==> src/rtl/chan_event_irq.sv <==
module chan_event_irq #(
  parameter int NCH         = 4,
  parameter int CW          = 32,
  parameter int AW          = 8,
  parameter int DW          = 32,
  parameter int NERR        = 5,
  parameter int EN_LSB      = 13,
  parameter logic [7:0] ADDR_STATUS = 8'h00,
  parameter logic [7:0] ADDR_MASK   = 8'h20
) (
  input  logic              clk,
  input  logic              rst_n,
  input  logic [NCH-1:0]    fs_evt,
  input  logic [NCH-1:0]    fe_evt,
  input  logic [NCH-1:0]    fe_ack_evt,
  input  logic [NCH-1:0]    le_evt,
  input  logic [NCH-1:0]    le_ack_evt,
  input  logic [NERR-1:0]   err_evt,
  input  logic [NCH*CW-1:0] ch_ctrl,
  input  logic              wr_en,
  input  logic [AW-1:0]     addr,
  input  logic [DW-1:0]     wdata,
  output logic [DW-1:0]     rdata,
  output logic              irq
);

  localparam int NGRP    = 5;
  localparam int CH_BITS = NGRP * NCH;
  localparam int SW      = CH_BITS + NERR;

  logic [NGRP-1:0][NCH-1:0] ch_evt;
  logic [NGRP-1:0][NCH-1:0] ch_en;
  logic [SW-1:0]   set_vec, en_vec, clr_vec, status_q;
  logic [NERR-1:0] mask_q;
  logic            irq_q;
  logic            wr_status, wr_mask;
  logic            unused_bits;

  assign ch_evt  = {le_ack_evt, le_evt, fe_ack_evt, fe_evt, fs_evt};
  assign set_vec = {err_evt, ch_evt};

  for (genvar g = 0; g < NGRP; g++) begin : g_grp
    for (genvar x = 0; x < NCH; x++) begin : g_ch
      assign ch_en[g][x] = ch_ctrl[x*CW + EN_LSB + g];
    end
  end

  assign en_vec    = {mask_q, ch_en};
  assign wr_status = wr_en && (addr == AW'(ADDR_STATUS));
  assign wr_mask   = wr_en && (addr == AW'(ADDR_MASK));
  assign clr_vec   = wr_status ? wdata[SW-1:0] : '0;

  always_ff @(posedge clk or negedge rst_n) begin
    if (!rst_n) begin
      status_q <= '0;
      mask_q   <= '0;
      irq_q    <= 1'b0;
    end else begin
      status_q <= (status_q & ~clr_vec) | set_vec;
      if (wr_mask) mask_q <= wdata[NERR-1:0];
      irq_q    <= |(status_q & en_vec);
    end
  end

  always_comb begin
    rdata = '0;
    if (addr == AW'(ADDR_STATUS))    rdata[SW-1:0]   = status_q;
    else if (addr == AW'(ADDR_MASK)) rdata[NERR-1:0] = mask_q;
  end

  assign irq = irq_q;
  assign unused_bits = ^{wdata, ch_ctrl};

  for (genvar i = 0; i < SW; i++) begin : g_chk

    ev_set_chk: assert property (@(posedge clk) disable iff (!rst_n)
      set_vec[i] |=> status_q[i]);

    w1c_clear_chk: assert property (@(posedge clk) disable iff (!rst_n)
      (clr_vec[i] && !set_vec[i]) |=> !status_q[i]);

    sticky_chk: assert property (@(posedge clk) disable iff (!rst_n)
      (status_q[i] && !clr_vec[i]) |=> status_q[i]);
  end


  irq_quiet_chk: assert property (@(posedge clk) disable iff (!rst_n)
    ((status_q & en_vec) == '0) |=> !irq);

  irq_cause_chk: assert property (@(posedge clk) disable iff (!rst_n)
    irq |-> ($past(status_q) != '0));

  mask_load_chk: assert property (@(posedge clk) disable iff (!rst_n)
    wr_mask |=> (mask_q == $past(wdata[NERR-1:0])));

endmodule

==> config.mk <==
export PLATFORM = sky130hd
export DESIGN_NAME = chan_event_irq
export DESIGN_NICKNAME = d
export VERILOG_FILES = /design/src/rtl/chan_event_irq.sv
export SDC_FILE = /design/constraint.sdc
export NUM_CORES = 1
export LEC_CHECK = 0
export BUFFER_PORTS_ARGS = -buffer_cell sky130_fd_sc_hd__buf_4
export CORE_AREA = 2 2 88 90
export CTS_CLUSTER_SIZE = 40
export DETAILED_ROUTE_END_ITERATION = 16
export DIE_AREA = 0 0 90 92
export PLACE_DENSITY_LB_ADDON = 0.3
export SETUP_SLACK_MARGIN = 0.3
export SYNTH_ARGS = -nofsm -noshare
export SYNTH_HDL_FRONTEND = slang
export SYNTH_SLANG_ARGS = --single-unit
export TNS_END_PERCENT = 5
==> constraint.sdc <==
create_clock -name clk -period 7.62 [get_ports clk]
set_clock_uncertainty 0.05 [all_clocks]
set_input_delay 1.905 -clock clk [delete_from_list [all_inputs] [get_ports clk]]
set_output_delay 1.905 -clock clk [all_outputs]
set_load 0.01 [all_outputs]
After elaboration in Yosys (flattened, before gate mapping). Index checks and enable logic that the tools add are counted.

Memory bits (writable): 0. Memories kept: 0. Memory bits (read-only): 0. Bits in registers: 31. Input port bits: 196. Bits in latches: 0.

Add/subtract/negate cells: 0. Magnitude comparators: 0. Div/mod/pow operators: 0. Equality and inequality tests: 1. Bitwise logic cells: 4. Shifts and indexed selects: 0. Mux-type cells: 4. Reduce and logical (&&, ||, !) cells: 4. Multiply operators: 0.

Operators by type and width (number): bitwise AND 25 bit (2); two-way mux 25 bit (1); NOT 25 bit (1); bitwise OR 25 bit (1); OR reduction 25 bit (1); two-way mux 20 bit (1); two-way mux 5 bit (2); == test 8 x 6 -> 1 bit, second input constant (1); logical NOT 8 bit (1); logical AND 1 bit (2).

Longest topological paths before layout. Gate-level depths: netlist of the first run.

Depth in word-level cells: 6. Gate-level depth with buffers: 6. Mapped depth without buffers: 4.

Least setup slack after synthesis of the first run. Ideal clock, no wire load.

Path type: input-to-output. Start: input port addr[1]. End: output port rdata[10]. Data required time: 5665 ps. Setup slack: 2458 ps. Path buffers: 1. Data arrival time: 3207 ps. Cell stages on the path: 5. Path through: or4_4 -> and2b_2 -> and2b_4 -> clkbuf_1 -> and2_2.

Word-level cells in the longest chain between the ends: 2.

RTL lines: start: declaration (line 21) `input logic [AW-1:0] addr,`; logical NOT 8 bit (line 67) `if (addr == AW'(ADDR_STATUS)) rdata[SW-1:0] = status_q;`; two-way mux 20 bit (line 67); end: declaration (line 23) `output logic [DW-1:0] rdata,`.

No other way between the ends.

Worst setup path in the final report of the first run.
Start: input port addr[1]. End: output port rdata[4].

Word-level cells in the longest chain between the ends: 3. Elaborated cells between the ends (all ways): 4.

RTL lines: == test 8 x 6 -> 1 bit (line 68) `else if (addr == AW'(ADDR_MASK)) rdata[NERR-1:0] = mask_q;`; two-way mux 5 bit (line 68); two-way mux 5 bit * (line 67).

Every way passes the cells marked *; elsewhere a longest branch is shown, timed or not.

==> results of run 1 <==
-- through the flow --
| step | std cells | instance area, um^2 | setup WS, ns |
|---|---|---|---|
| 4_1_cts | 358 | 2560 | 1.89 |
| 2_1_floorplan | 154 | 1610 | 2.46 |
| 6_report | 358 | 2560 | 1.93 |
| 3_5_place_dp | 350 | 2450 | 1.89 |
| 3_3_place_gp | 350 | 2450 | 1.89 |
| 5_1_grt | 358 | 2560 | 1.82 |
-- layer usage --
metal  vias to the layer above  GRT usage, %  routed length, um
li1                        725             -                  -
met1                       669          16.7               2390
met2                        76          19.5               2220
met3                         6          4.77                404
met4                         0          3.85                 61
met5                         -             0                  0
-- state kept, by name (all words and copies together), names as in the netlist --
register  cells
irq           1
mask_q        5
status_q     25
-- layout make-up --
class,count,share of cell area (%)
Timing Repair Buffer,106,31.0
Multi-Input combinational cell,111,29.2
Clock buffer,6,3.22
Tap cell,102,4.98
Sequential cell,31,30.2
Clock inverter,2,1.37
-- worst max-delay path, cell delays in order --
cell and delay (ns):
sky130_fd_sc_hd__buf_4 0.11, sky130_fd_sc_hd__or4_4 0.53, sky130_fd_sc_hd__nor4_1 0.80, sky130_fd_sc_hd__a22o_2 0.27, sky130_fd_sc_hd__buf_4 0.12
-- layout by cell type, fill, tap and decap left out, drive strengths merged --
cell / instances
clkinv: 1
a21o: 25
nand2b: 1
and4bb: 1
or4: 1
nor2: 1
buf: 106
and2: 20
a22oi: 7
a22o: 7
clkbuf: 6
a222oi: 1
nor3: 1
nand4: 2
nand3: 2
a221oi: 2
dfrtp: 31
bufinv: 1
nor4: 1
mux2: 5
and2b: 2
conb: 7
nand2: 25
-- logic make-up after synthesis --
logic type | Yosys count | synth area share, %
other cells | 1 | 0.236
flops | 31 | 48.7
buf+inv | 12 | 5.66
mux | 5 | 3.54
compound gates | 42 | 21.1
simple gates | 57 | 20.8
-- power by group through the flow --
stage               clock network, mW  registers, mW  logic, mW
CTS                             0.176          0.167     0.0454
detailed placement                  0          0.171     0.0453
floorplan                           0          0.170     0.0103
global route                    0.184          0.168     0.0489
global placement                    0          0.171     0.0449
finish                          0.169          0.168     0.0443
-- worst max path at each step --
stage                           end  slack (ns)  startpoint
after CTS                  rdata[4]        1.89     addr[1]
after global routing       rdata[0]        1.82     addr[1]
final                      rdata[4]        1.93     addr[1]
after global placement     rdata[0]        1.89     addr[1]
after floorplan           rdata[10]        2.46     addr[1]
after detailed placement   rdata[4]        1.89     addr[1]
==> flow_results.xml, run 1 <==
<?xml version="1.0" encoding="UTF-8"?>
<metrics>
  <group name="routing">
    <metric name="detailed_route_via_count" unit="">1476</metric>
    <metric name="postRouteWirelength" unit="um">5070</metric>
    <metric name="avgRoutedWirePerCell" unit="um">14.2</metric>
    <metric name="ant_nets" unit="">0</metric>
    <metric name="detail_route.drc_violations" unit="">0</metric>
    <metric name="dr.first_iter.drc_count" unit="">30</metric>
    <metric name="drt_pre_antenna_iters" unit="">4</metric>
    <metric name="post_dr_vias_cell" unit="">4.12</metric>
  </group>
  <group name="clock_network">
    <metric name="number_of_h_tree_levels" unit="">2</metric>
    <metric name="post_cts.resized_instances" unit="">0</metric>
    <metric name="clock_path_buffers" unit="">2</metric>
    <metric name="postCtsSetupBuffers" unit="">0</metric>
    <metric name="cts_tree" unit="">done</metric>
    <metric name="cts_sinks" unit="">31</metric>
    <metric name="cts_root_buf" unit="">sky130_fd_sc_hd__clkbuf_8</metric>
    <metric name="clkTransAtPathRegs" unit="ns">0.07</metric>
    <metric name="cts-buffers-inserted" unit="">5</metric>
    <metric name="clkLatencyLatePin" unit="ns">0.28</metric>
    <metric name="ctsHoldBuffers" unit="">0</metric>
  </group>
  <group name="grt">
    <metric name="pin_count_of_the_biggest_net_entering_global_routing" unit="">32</metric>
    <metric name="grt.total_usage" unit="%">12.7</metric>
    <metric name="grt_antenna_before_repair" unit="">0</metric>
    <metric name="grt_first_pass_wirelength" unit="um">8100</metric>
    <metric name="vias_in_the_first_global_route" unit="">1546</metric>
    <metric name="overflow" unit="">0</metric>
  </group>
  <group name="die">
    <metric name="die_h" unit="um">92</metric>
    <metric name="boundaryPins" unit="">229</metric>
    <metric name="initial_core_util" unit="%">21.4</metric>
    <metric name="die_area" unit="um^2">8280</metric>
    <metric name="dieWidth" unit="um">90</metric>
    <metric name="core_area" unit="um^2">7450</metric>
    <metric name="placementRows" unit="">32</metric>
  </group>
  <group name="worst_setup_path">
    <metric name="critical_path.max_fanout" unit="">5</metric>
    <metric name="setup.worst_path.end_class" unit="">primary output</metric>
    <metric name="critPathArrivalTime" unit="ns">3.73</metric>
    <metric name="reg2regPathDepth" unit="">3</metric>
    <metric name="timing_worst_setup_path_type" unit="">in -&gt; out</metric>
    <metric name="startpoint_type" unit="">primary input</metric>
    <metric name="worst_ep_required_time" unit="ns">5.66</metric>
    <metric name="rr_endpoint" unit="">irq</metric>
    <metric name="r2r-start" unit="">mask_q[2]</metric>
    <metric name="regToRegSetupSlack" unit="ns">6.31</metric>
  </group>
  <group name="placement">
    <metric name="place.gp.congestion" unit="">0.686</metric>
    <metric name="hpwl_after_dpl" unit="um">3940</metric>
    <metric name="i_o_buffers" unit="">106</metric>
  </group>
  <group name="power">
    <metric name="combinationalPowerShare" unit="%">11.6</metric>
    <metric name="net-switching-power" unit="mW">0.0792</metric>
    <metric name="internal_power" unit="mW">0.302</metric>
    <metric name="power_leakage" unit="nW">1.15</metric>
    <metric name="post-layout-total-power" unit="mW">0.381</metric>
    <metric name="vdd_drop_max" unit="uV">53.9</metric>
    <metric name="power.sequential.fraction" unit="%">43.9</metric>
    <metric name="power.density_cell_area" unit="nW/um^2">149</metric>
    <metric name="netSwitchingFraction" unit="%">20.8</metric>
    <metric name="clock_power_share" unit="%">44.4</metric>
  </group>
  <group name="sta">
    <metric name="drv_slew" unit="">0</metric>
    <metric name="final.period_utilization" unit="%">74.6</metric>
    <metric name="final_period_minus_worst_setup_slack" unit="ns">5.69</metric>
    <metric name="slew_headroom" unit="%">30.5</metric>
    <metric name="worst_slew_pin_slew" unit="ns">1.04</metric>
    <metric name="timing.fmax" unit="MHz">176</metric>
    <metric name="setup_tns" unit="ns">0</metric>
    <metric name="final.hold.worst_slack" unit="ns">0.457</metric>
    <metric name="grt_setup_unrepaired" unit="">no</metric>
    <metric name="hold_viol" unit="">0</metric>
    <metric name="setup_viol" unit="">0</metric>
  </group>
  <group name="synthesis">
    <metric name="ys_top_cells_by_area" unit="">sky130_fd_sc_hd__dfrtp_1 49%, sky130_fd_sc_hd__a21o_1 12%, sky130_fd_sc_hd__and2_2 9.4%</metric>
    <metric name="ys_dominant_reg_cell" unit="">sky130_fd_sc_hd__dfrtp_1</metric>
    <metric name="yosys-top-cells-count" unit="">31 x sky130_fd_sc_hd__dfrtp_1, 25 x sky130_fd_sc_hd__a21o_1, 25 x sky130_fd_sc_hd__nand2_1</metric>
    <metric name="synth_top_area_share" unit="%">48.7</metric>
    <metric name="ys_seq_elements" unit="">31</metric>
    <metric name="syn-instance-count" unit="">148</metric>
    <metric name="post-synth-top-count-cell" unit="">sky130_fd_sc_hd__dfrtp_1</metric>
    <metric name="yosys.cell_types.count" unit="">24</metric>
    <metric name="yosysWarningCount" unit="">0</metric>
    <metric name="synth.largest_area_cell" unit="">sky130_fd_sc_hd__dfrtp_1</metric>
    <metric name="ys_async_sr_fraction" unit="%">100</metric>
    <metric name="synth_edf_count" unit="">0</metric>
    <metric name="postSynthAreaPerCell" unit="um^2">10.8</metric>
    <metric name="syn_area" unit="um^2">1590</metric>
    <metric name="synth_seq_area_share" unit="%">48.7</metric>
  </group>
  <group name="cells_and_area">
    <metric name="area.growth.synth_to_final" unit="%">61.2</metric>
    <metric name="finish.net_count" unit="">451</metric>
    <metric name="drive_gt1_share" unit="%">57.4</metric>
    <metric name="antenna_cells_inserted" unit="">0</metric>
    <metric name="multi_input_area" unit="um^2">748</metric>
    <metric name="layout_fillers" unit="">817</metric>
    <metric name="final_core_utilization" unit="%">34.4</metric>
    <metric name="ff_latch_area" unit="um^2">776</metric>
  </group>
  <group name="hold_path">
    <metric name="cells_on_worst_hold_path" unit="">1</metric>
    <metric name="hold_end" unit="">status_q[10]</metric>
    <metric name="worst_hold_path_type" unit="">reg -&gt; reg</metric>
    <metric name="hold_start" unit="">status_q[10]</metric>
  </group>
  <group name="job">
    <metric name="maxCapViolations" unit="">0</metric>
  </group>
  <group name="outcome">
    <metric name="status" unit="">finished, final reports clean</metric>
  </group>
</metrics>
Note: power is estimated with default switching activity, not from simulation.
==> run 2: changes to the inputs <==
==> constraint.sdc (replaced) <==
create_clock -name clk -period 5.31 [get_ports clk]
set_clock_uncertainty 0.05 [all_clocks]
set_input_delay 1.3275 -clock clk [delete_from_list [all_inputs] [get_ports clk]]
set_output_delay 1.3275 -clock clk [all_outputs]
set_load 0.01 [all_outputs]
==> run 2 against run 1 <==
Compared with the run above:
- sequential power grew 43%
- global-route usage fell by 0.25 points
- sequential share of layout area grew 0.27 points
- setup slack lost 0.86 ns
- critical path depth up 1
- combinational power up 44%
- final area down 0.88%
- die area is the same
- wire length down 0.97%
- critical path type unchanged
- non-clock buffer count grew 1
- flip-flop and latch count is the same
- first-iteration DRC count rose by 6.7%
==> flow_results.xml, run 2 (same netlist as run 1, synthesis figures left out) <==
<?xml version="1.0" encoding="UTF-8"?>
<metrics>
  <group name="die">
    <metric name="placementRows" unit="">32</metric>
    <metric name="dieWidth" unit="um">90</metric>
    <metric name="initial_core_util" unit="%">21.4</metric>
    <metric name="die_h" unit="um">92</metric>
    <metric name="core_area" unit="um^2">7450</metric>
    <metric name="die_area" unit="um^2">8280</metric>
    <metric name="boundaryPins" unit="">229</metric>
  </group>
  <group name="sta">
    <metric name="worst_slew_pin_slew" unit="ns">1.06</metric>
    <metric name="final.period_utilization" unit="%">79.8</metric>
    <metric name="setup_tns" unit="ns">0</metric>
    <metric name="setup_viol" unit="">0</metric>
    <metric name="final_period_minus_worst_setup_slack" unit="ns">4.24</metric>
    <metric name="timing.fmax" unit="MHz">236</metric>
    <metric name="drv_slew" unit="">0</metric>
    <metric name="slew_headroom" unit="%">29.4</metric>
    <metric name="grt_setup_unrepaired" unit="">no</metric>
    <metric name="hold_viol" unit="">0</metric>
  </group>
  <group name="cells_and_area">
    <metric name="final_core_utilization" unit="%">34.1</metric>
    <metric name="antenna_cells_inserted" unit="">0</metric>
    <metric name="mostFrequentLayoutCells" unit="">107 x sky130_fd_sc_hd__buf_4, 31 x sky130_fd_sc_hd__dfrtp_1, 25 x sky130_fd_sc_hd__nand2_1, 25 x sky130_fd_sc_hd__a21o_1, 20 x sky130_fd_sc_hd__and2_2</metric>
    <metric name="multi_input_area" unit="um^2">748</metric>
    <metric name="final_cell_area" unit="um^2">2540</metric>
    <metric name="finish.net_count" unit="">452</metric>
    <metric name="top_register" unit="">status_q</metric>
    <metric name="final_common_cell" unit="">sky130_fd_sc_hd__buf_4</metric>
    <metric name="layout_fillers" unit="">803</metric>
    <metric name="instances_no_fill" unit="">358</metric>
    <metric name="largest_register_ffs" unit="">25</metric>
    <metric name="area.growth.synth_to_final" unit="%">59.7</metric>
    <metric name="drive_gt1_share" unit="%">57.4</metric>
    <metric name="ff_latch_area" unit="um^2">776</metric>
  </group>
  <group name="routing">
    <metric name="post_dr_vias_cell" unit="">4.16</metric>
    <metric name="detailed_route_via_count" unit="">1491</metric>
    <metric name="drt_pre_antenna_iters" unit="">6</metric>
    <metric name="ant_nets" unit="">0</metric>
    <metric name="avgRoutedWirePerCell" unit="um">14.0</metric>
    <metric name="postRouteWirelength" unit="um">5030</metric>
    <metric name="detail_route.drc_violations" unit="">0</metric>
    <metric name="dr.first_iter.drc_count" unit="">32</metric>
  </group>
  <group name="placement">
    <metric name="placed_cells" unit="">351</metric>
    <metric name="place.gp.congestion" unit="">0.690</metric>
    <metric name="hpwl_after_dpl" unit="um">3930</metric>
    <metric name="i_o_buffers" unit="">106</metric>
    <metric name="standard_cell_area_after_detailed_placement" unit="um^2">2450</metric>
  </group>
  <group name="power">
    <metric name="power_leakage" unit="nW">1.14</metric>
    <metric name="post-layout-total-power" unit="mW">0.492</metric>
    <metric name="power.density_cell_area" unit="nW/um^2">193</metric>
    <metric name="vdd_drop_max" unit="uV">72.1</metric>
  </group>
  <group name="clock_network">
    <metric name="post_cts.resized_instances" unit="">0</metric>
    <metric name="cts_sinks" unit="">31</metric>
    <metric name="postCtsSetupBuffers" unit="">0</metric>
    <metric name="number_of_h_tree_levels" unit="">2</metric>
    <metric name="clkLatencyLatePin" unit="ns">0.28</metric>
    <metric name="cts_root_buf" unit="">sky130_fd_sc_hd__clkbuf_8</metric>
    <metric name="clock_path_buffers" unit="">2</metric>
    <metric name="cts_tree" unit="">done</metric>
    <metric name="clkTransAtPathRegs" unit="ns">0.06</metric>
    <metric name="cts-buffers-inserted" unit="">5</metric>
    <metric name="ctsHoldBuffers" unit="">0</metric>
  </group>
  <group name="grt">
    <metric name="grt_antenna_before_repair" unit="">0</metric>
    <metric name="overflow" unit="">0</metric>
    <metric name="grt.total_usage" unit="%">12.5</metric>
    <metric name="vias_in_the_first_global_route" unit="">1537</metric>
    <metric name="grt_first_pass_wirelength" unit="um">7970</metric>
    <metric name="pin_count_of_the_biggest_net_entering_global_routing" unit="">32</metric>
  </group>
  <group name="worst_setup_path">
    <metric name="regToRegSetupSlack" unit="ns">4.02</metric>
    <metric name="reg2regPathDepth" unit="">3</metric>
    <metric name="worst_ep_required_time" unit="ns">3.93</metric>
    <metric name="timing_worst_setup_path_type" unit="">in -&gt; out</metric>
    <metric name="critical_path.max_fanout" unit="">25</metric>
    <metric name="critPathArrivalTime" unit="ns">2.86</metric>
    <metric name="setup.worst_path.end_class" unit="">primary output</metric>
    <metric name="startpoint_type" unit="">primary input</metric>
  </group>
  <group name="hold_path">
    <metric name="cells_on_worst_hold_path" unit="">1</metric>
    <metric name="worst_hold_path_type" unit="">reg -&gt; reg</metric>
  </group>
  <group name="outcome">
    <metric name="status" unit="">finished, final reports clean</metric>
  </group>
  <group name="job">
    <metric name="maxCapViolations" unit="">0</metric>
  </group>
</metrics>
run 2: cell type report:
type | instances | share of cell area, %
Clock buffer | 6 | 3.25
Clock inverter | 1 | 0.197
Multi-Input combinational cell | 111 | 29.4
Sequential cell | 31 | 30.5
Tap cell | 102 | 5.02
Timing Repair Buffer | 107 | 31.6
run 2: worst paths after layout:
check | start | to
worst max-delay path | addr[1] | rdata[22]
worst min-delay path | status_q[22] | status_q[22]
worst max register to register | mask_q[2] | irq
worst min register to register | status_q[22] | status_q[22]
max in group asynchronous | rst_n | mask_q[4]
min in group asynchronous | rst_n | status_q[7]
run 2: worst max-delay path, stage by stage:
cell                      delay [ns]
sky130_fd_sc_hd__buf_4          0.11
sky130_fd_sc_hd__or4_4          0.53
sky130_fd_sc_hd__and2b_2        0.23
sky130_fd_sc_hd__and2b_4        0.34
sky130_fd_sc_hd__and2_2         0.20
sky130_fd_sc_hd__buf_4          0.12
run 2: layer usage:
metal / GRT usage, % / share of wire (%) / up-vias
met4: 4.62 / 1.0 / 0
met5: 0 / 0 / -
met1: 17.2 / 47 / 684
met3: 3.53 / 7.7 / 5
met2: 18.5 / 44 / 76
li1: - / - / 726
run 2: metrics by stage:
step,worst slack [ns],hold WS [ns]
final,1.07,0.443
after global routing,1.02,0.479
after CTS,1.06,0.450
after detailed placement,1.06,0.433
after global placement,1.06,0.430
after floorplan,1.30,0.413
run 2: power by group:
part | switching [mW] | leakage, nW | internal, mW
logic | 0.0202 | 0.794 | 0.0435
registers | 0.00228 | 0.296 | 0.238
clock network | 0.0860 | 0.0470 | 0.102
==> run 3: changes to the inputs <==
--- a/config.mk
+++ b/config.mk
@@ -6,10 +6,10 @@
 export NUM_CORES = 1
 export LEC_CHECK = 0
 export BUFFER_PORTS_ARGS = -buffer_cell sky130_fd_sc_hd__buf_4
-export CORE_AREA = 2 2 88 90
+export CORE_AREA = 2 2 90 92
 export CTS_CLUSTER_SIZE = 40
 export DETAILED_ROUTE_END_ITERATION = 16
-export DIE_AREA = 0 0 90 92
+export DIE_AREA = 0 0 92 94
 export PLACE_DENSITY_LB_ADDON = 0.3
 export SETUP_SLACK_MARGIN = 0.3
 export SYNTH_ARGS = -nofsm -noshare
==> constraint.sdc (replaced) <==
create_clock -name clk -period 3.65 [get_ports clk]
set_clock_uncertainty 0.05 [all_clocks]
set_input_delay 0.9125 -clock clk [delete_from_list [all_inputs] [get_ports clk]]
set_output_delay 0.9125 -clock clk [all_outputs]
set_load 0.01 [all_outputs]
==> run 3 against run 2 <==
Compared with the run above:
- via count up 2.7%
- highest routed layer unchanged
- setup slack got worse by 0.73 ns
- critical path type unchanged
- largest cell class unchanged
- combinational power grew 49%
==> flow_results.xml, run 3 (same netlist as run 1, synthesis figures left out) <==
<?xml version="1.0" encoding="UTF-8"?>
<metrics>
  <group name="worst_setup_path">
    <metric name="startpoint_type" unit="">primary input</metric>
    <metric name="worst_ep_required_time" unit="ns">2.69</metric>
    <metric name="critPathMaxStageDelay" unit="ns">0.51</metric>
    <metric name="critPathArrivalTime" unit="ns">2.35</metric>
    <metric name="crit_path_cell_trace" unit="">buf_4 &gt; or4_4 &gt; and2b_2 &gt; and2b_4 &gt; a22o_4 &gt; buf_4</metric>
    <metric name="r2r-start" unit="">mask_q[2]</metric>
    <metric name="worstSetupStartpoint" unit="">addr[0]</metric>
    <metric name="critical_path.max_fanout" unit="">7</metric>
    <metric name="timing_worst_setup_path_type" unit="">in -&gt; out</metric>
    <metric name="worst-path-buf-inv" unit="">2</metric>
    <metric name="setup.worst_path.end_class" unit="">primary output</metric>
    <metric name="slowest_stage" unit="">sky130_fd_sc_hd__or4_4</metric>
    <metric name="cp_top_family" unit="">simple AND/OR/NAND/NOR gates</metric>
    <metric name="cpMostUsedCell" unit="">sky130_fd_sc_hd__buf_4</metric>
  </group>
  <group name="sta">
    <metric name="hold_viol" unit="">0</metric>
    <metric name="setup_viol" unit="">0</metric>
    <metric name="setup_tns" unit="ns">0</metric>
    <metric name="drv_slew" unit="">0</metric>
    <metric name="grt_setup_unrepaired" unit="">yes</metric>
    <metric name="final.period_utilization" unit="%">90.7</metric>
    <metric name="timing.fmax" unit="MHz">302</metric>
    <metric name="final_period_minus_worst_setup_slack" unit="ns">3.31</metric>
  </group>
  <group name="cells_and_area">
    <metric name="antenna_cells_inserted" unit="">0</metric>
    <metric name="drive_gt1_share" unit="%">58.1</metric>
    <metric name="mostFrequentLayoutCells" unit="">102 x sky130_fd_sc_hd__buf_4, 31 x sky130_fd_sc_hd__dfrtp_1, 25 x sky130_fd_sc_hd__nand2_1, 25 x sky130_fd_sc_hd__a21o_1, 15 x sky130_fd_sc_hd__and2_2</metric>
    <metric name="top_register" unit="">status_q</metric>
    <metric name="largest_register_ffs" unit="">25</metric>
    <metric name="final_common_cell" unit="">sky130_fd_sc_hd__buf_4</metric>
    <metric name="area.growth.synth_to_final" unit="%">64.9</metric>
    <metric name="finish.net_count" unit="">456</metric>
  </group>
  <group name="power">
    <metric name="post-layout-total-power" unit="mW">0.717</metric>
    <metric name="power_leakage" unit="nW">1.17</metric>
    <metric name="vdd_drop_max" unit="uV">102</metric>
    <metric name="power.density_cell_area" unit="nW/um^2">273</metric>
  </group>
  <group name="clock_network">
    <metric name="cts_root_buf" unit="">sky130_fd_sc_hd__clkbuf_8</metric>
    <metric name="cts_sinks" unit="">31</metric>
    <metric name="clkLatencyLatePin" unit="ns">0.28</metric>
    <metric name="postCtsSetupBuffers" unit="">0</metric>
    <metric name="number_of_h_tree_levels" unit="">2</metric>
    <metric name="clock_path_buffers" unit="">2</metric>
    <metric name="ctsHoldBuffers" unit="">0</metric>
    <metric name="cts-buffers-inserted" unit="">5</metric>
    <metric name="clkTransAtPathRegs" unit="ns">0.07</metric>
    <metric name="cts_tree" unit="">done</metric>
  </group>
  <group name="die">
    <metric name="boundaryPins" unit="">229</metric>
    <metric name="initial_core_util" unit="%">20.9</metric>
    <metric name="dieWidth" unit="um">92</metric>
    <metric name="die_area" unit="um^2">8650</metric>
    <metric name="die_h" unit="um">94</metric>
    <metric name="placementRows" unit="">32</metric>
    <metric name="core_area" unit="um^2">7610</metric>
  </group>
  <group name="routing">
    <metric name="post_dr_vias_cell" unit="">4.23</metric>
    <metric name="drt_pre_antenna_iters" unit="">4</metric>
    <metric name="postRouteWirelength" unit="um">5650</metric>
    <metric name="dr.first_iter.drc_count" unit="">17</metric>
    <metric name="detail_route.drc_violations" unit="">0</metric>
    <metric name="ant_nets" unit="">0</metric>
    <metric name="avgRoutedWirePerCell" unit="um">15.6</metric>
    <metric name="detailed_route_via_count" unit="">1532</metric>
  </group>
  <group name="hold_path">
    <metric name="hold_start" unit="">status_q[8]</metric>
    <metric name="worst_hold_path_type" unit="">reg -&gt; reg</metric>
  </group>
  <group name="grt">
    <metric name="grt_antenna_before_repair" unit="">1</metric>
    <metric name="vias_in_the_first_global_route" unit="">1520</metric>
    <metric name="grt_first_pass_wirelength" unit="um">8290</metric>
    <metric name="overflow" unit="">0</metric>
    <metric name="pin_count_of_the_biggest_net_entering_global_routing" unit="">32</metric>
    <metric name="grt.total_usage" unit="%">12.8</metric>
  </group>
  <group name="job">
    <metric name="maxCapViolations" unit="">0</metric>
  </group>
  <group name="placement">
    <metric name="i_o_buffers" unit="">106</metric>
    <metric name="place.gp.congestion" unit="">0.679</metric>
  </group>
  <group name="outcome">
    <metric name="status" unit="">finished, final reports clean</metric>
  </group>
</metrics>
run 3: cell types whose count changed in the layout (fill, tap and decap cells not counted):
cell                      previous run  this run
sky130_fd_sc_hd__buf_4             107       102
sky130_fd_sc_hd__a22o_4              0         2
sky130_fd_sc_hd__buf_6               0         6
sky130_fd_sc_hd__and2_4              0         5
sky130_fd_sc_hd__and2b_4             1         4
sky130_fd_sc_hd__and2_2             20        15
sky130_fd_sc_hd__a22o_2              5         3
run 3: metrics by stage:
stage                     instances  setup WS (ns)  utilization, %  hold WS, ns  instance area (um^2)
after floorplan                 154          0.473               -        0.413                  1610
after global placement          352          0.204            32.4        0.428                  2460
after detailed placement        352          0.208            32.4        0.435                  2460
after CTS                       360          0.267            33.7        0.452                  2560
after global routing            362          0.263            34.5        0.461                  2620
final                           362          0.340            34.5        0.447                  2620
run 3: worst reg2reg max path, delay by kind of cell, from the launching register on:
kind | cells | cell delay (ns)
flip-flops | 1 | 0.42
AO/OA/AOI/OAI | 2 | 0.57
AND/OR/NAND/NOR | 1 | 0.13
run 3: layout make-up:
cell class              instances  area, um^2
flip-flops and latches         31         776
multi-input cells             114         800
fillers                       807        4980
clock inverters                 1        5.00
well taps                     102         128
repair buffers                108         833
clock buffers                   6        82.6
run 3: where the power goes:
part | total (mW) | switching [mW] | internal (mW)
Sequential | 0.350 | 0.00375 | 0.347
Clock | 0.272 | 0.124 | 0.148
Combinational | 0.0947 | 0.0302 | 0.0645
Total | 0.717 | 0.158 | 0.559
run 3: path summary, 6_finish.rpt:
kind | endpoint | slack [ns] | cells past startpoint
worst min register to register | status_q[8] | 0.45 | 1
worst max register to register | irq | 2.35 | 3
min in group asynchronous | status_q[13] | 0.52 | 1
worst max-delay path | rdata[0] | 0.34 | 6
max in group asynchronous | status_q[19] | 2.74 | 1
worst min-delay path | status_q[8] | 0.45 | 1
run 3: routing by layer:
layer / GRT usage (%) / vias up / part of all wire (%)
met5: 0 / - / 0
met4: 3.36 / 0 / 0.99
met3: 4.82 / 5 / 9.7
met2: 19.4 / 83 / 44
met1: 17.3 / 704 / 45
li1: - / 740 / -
run 3: what timing repair did:
action,CTS,global route
gates resized for setup,2,17
pin swaps,0,8
gates cloned,1,2
setup endpoints to repair,25,25
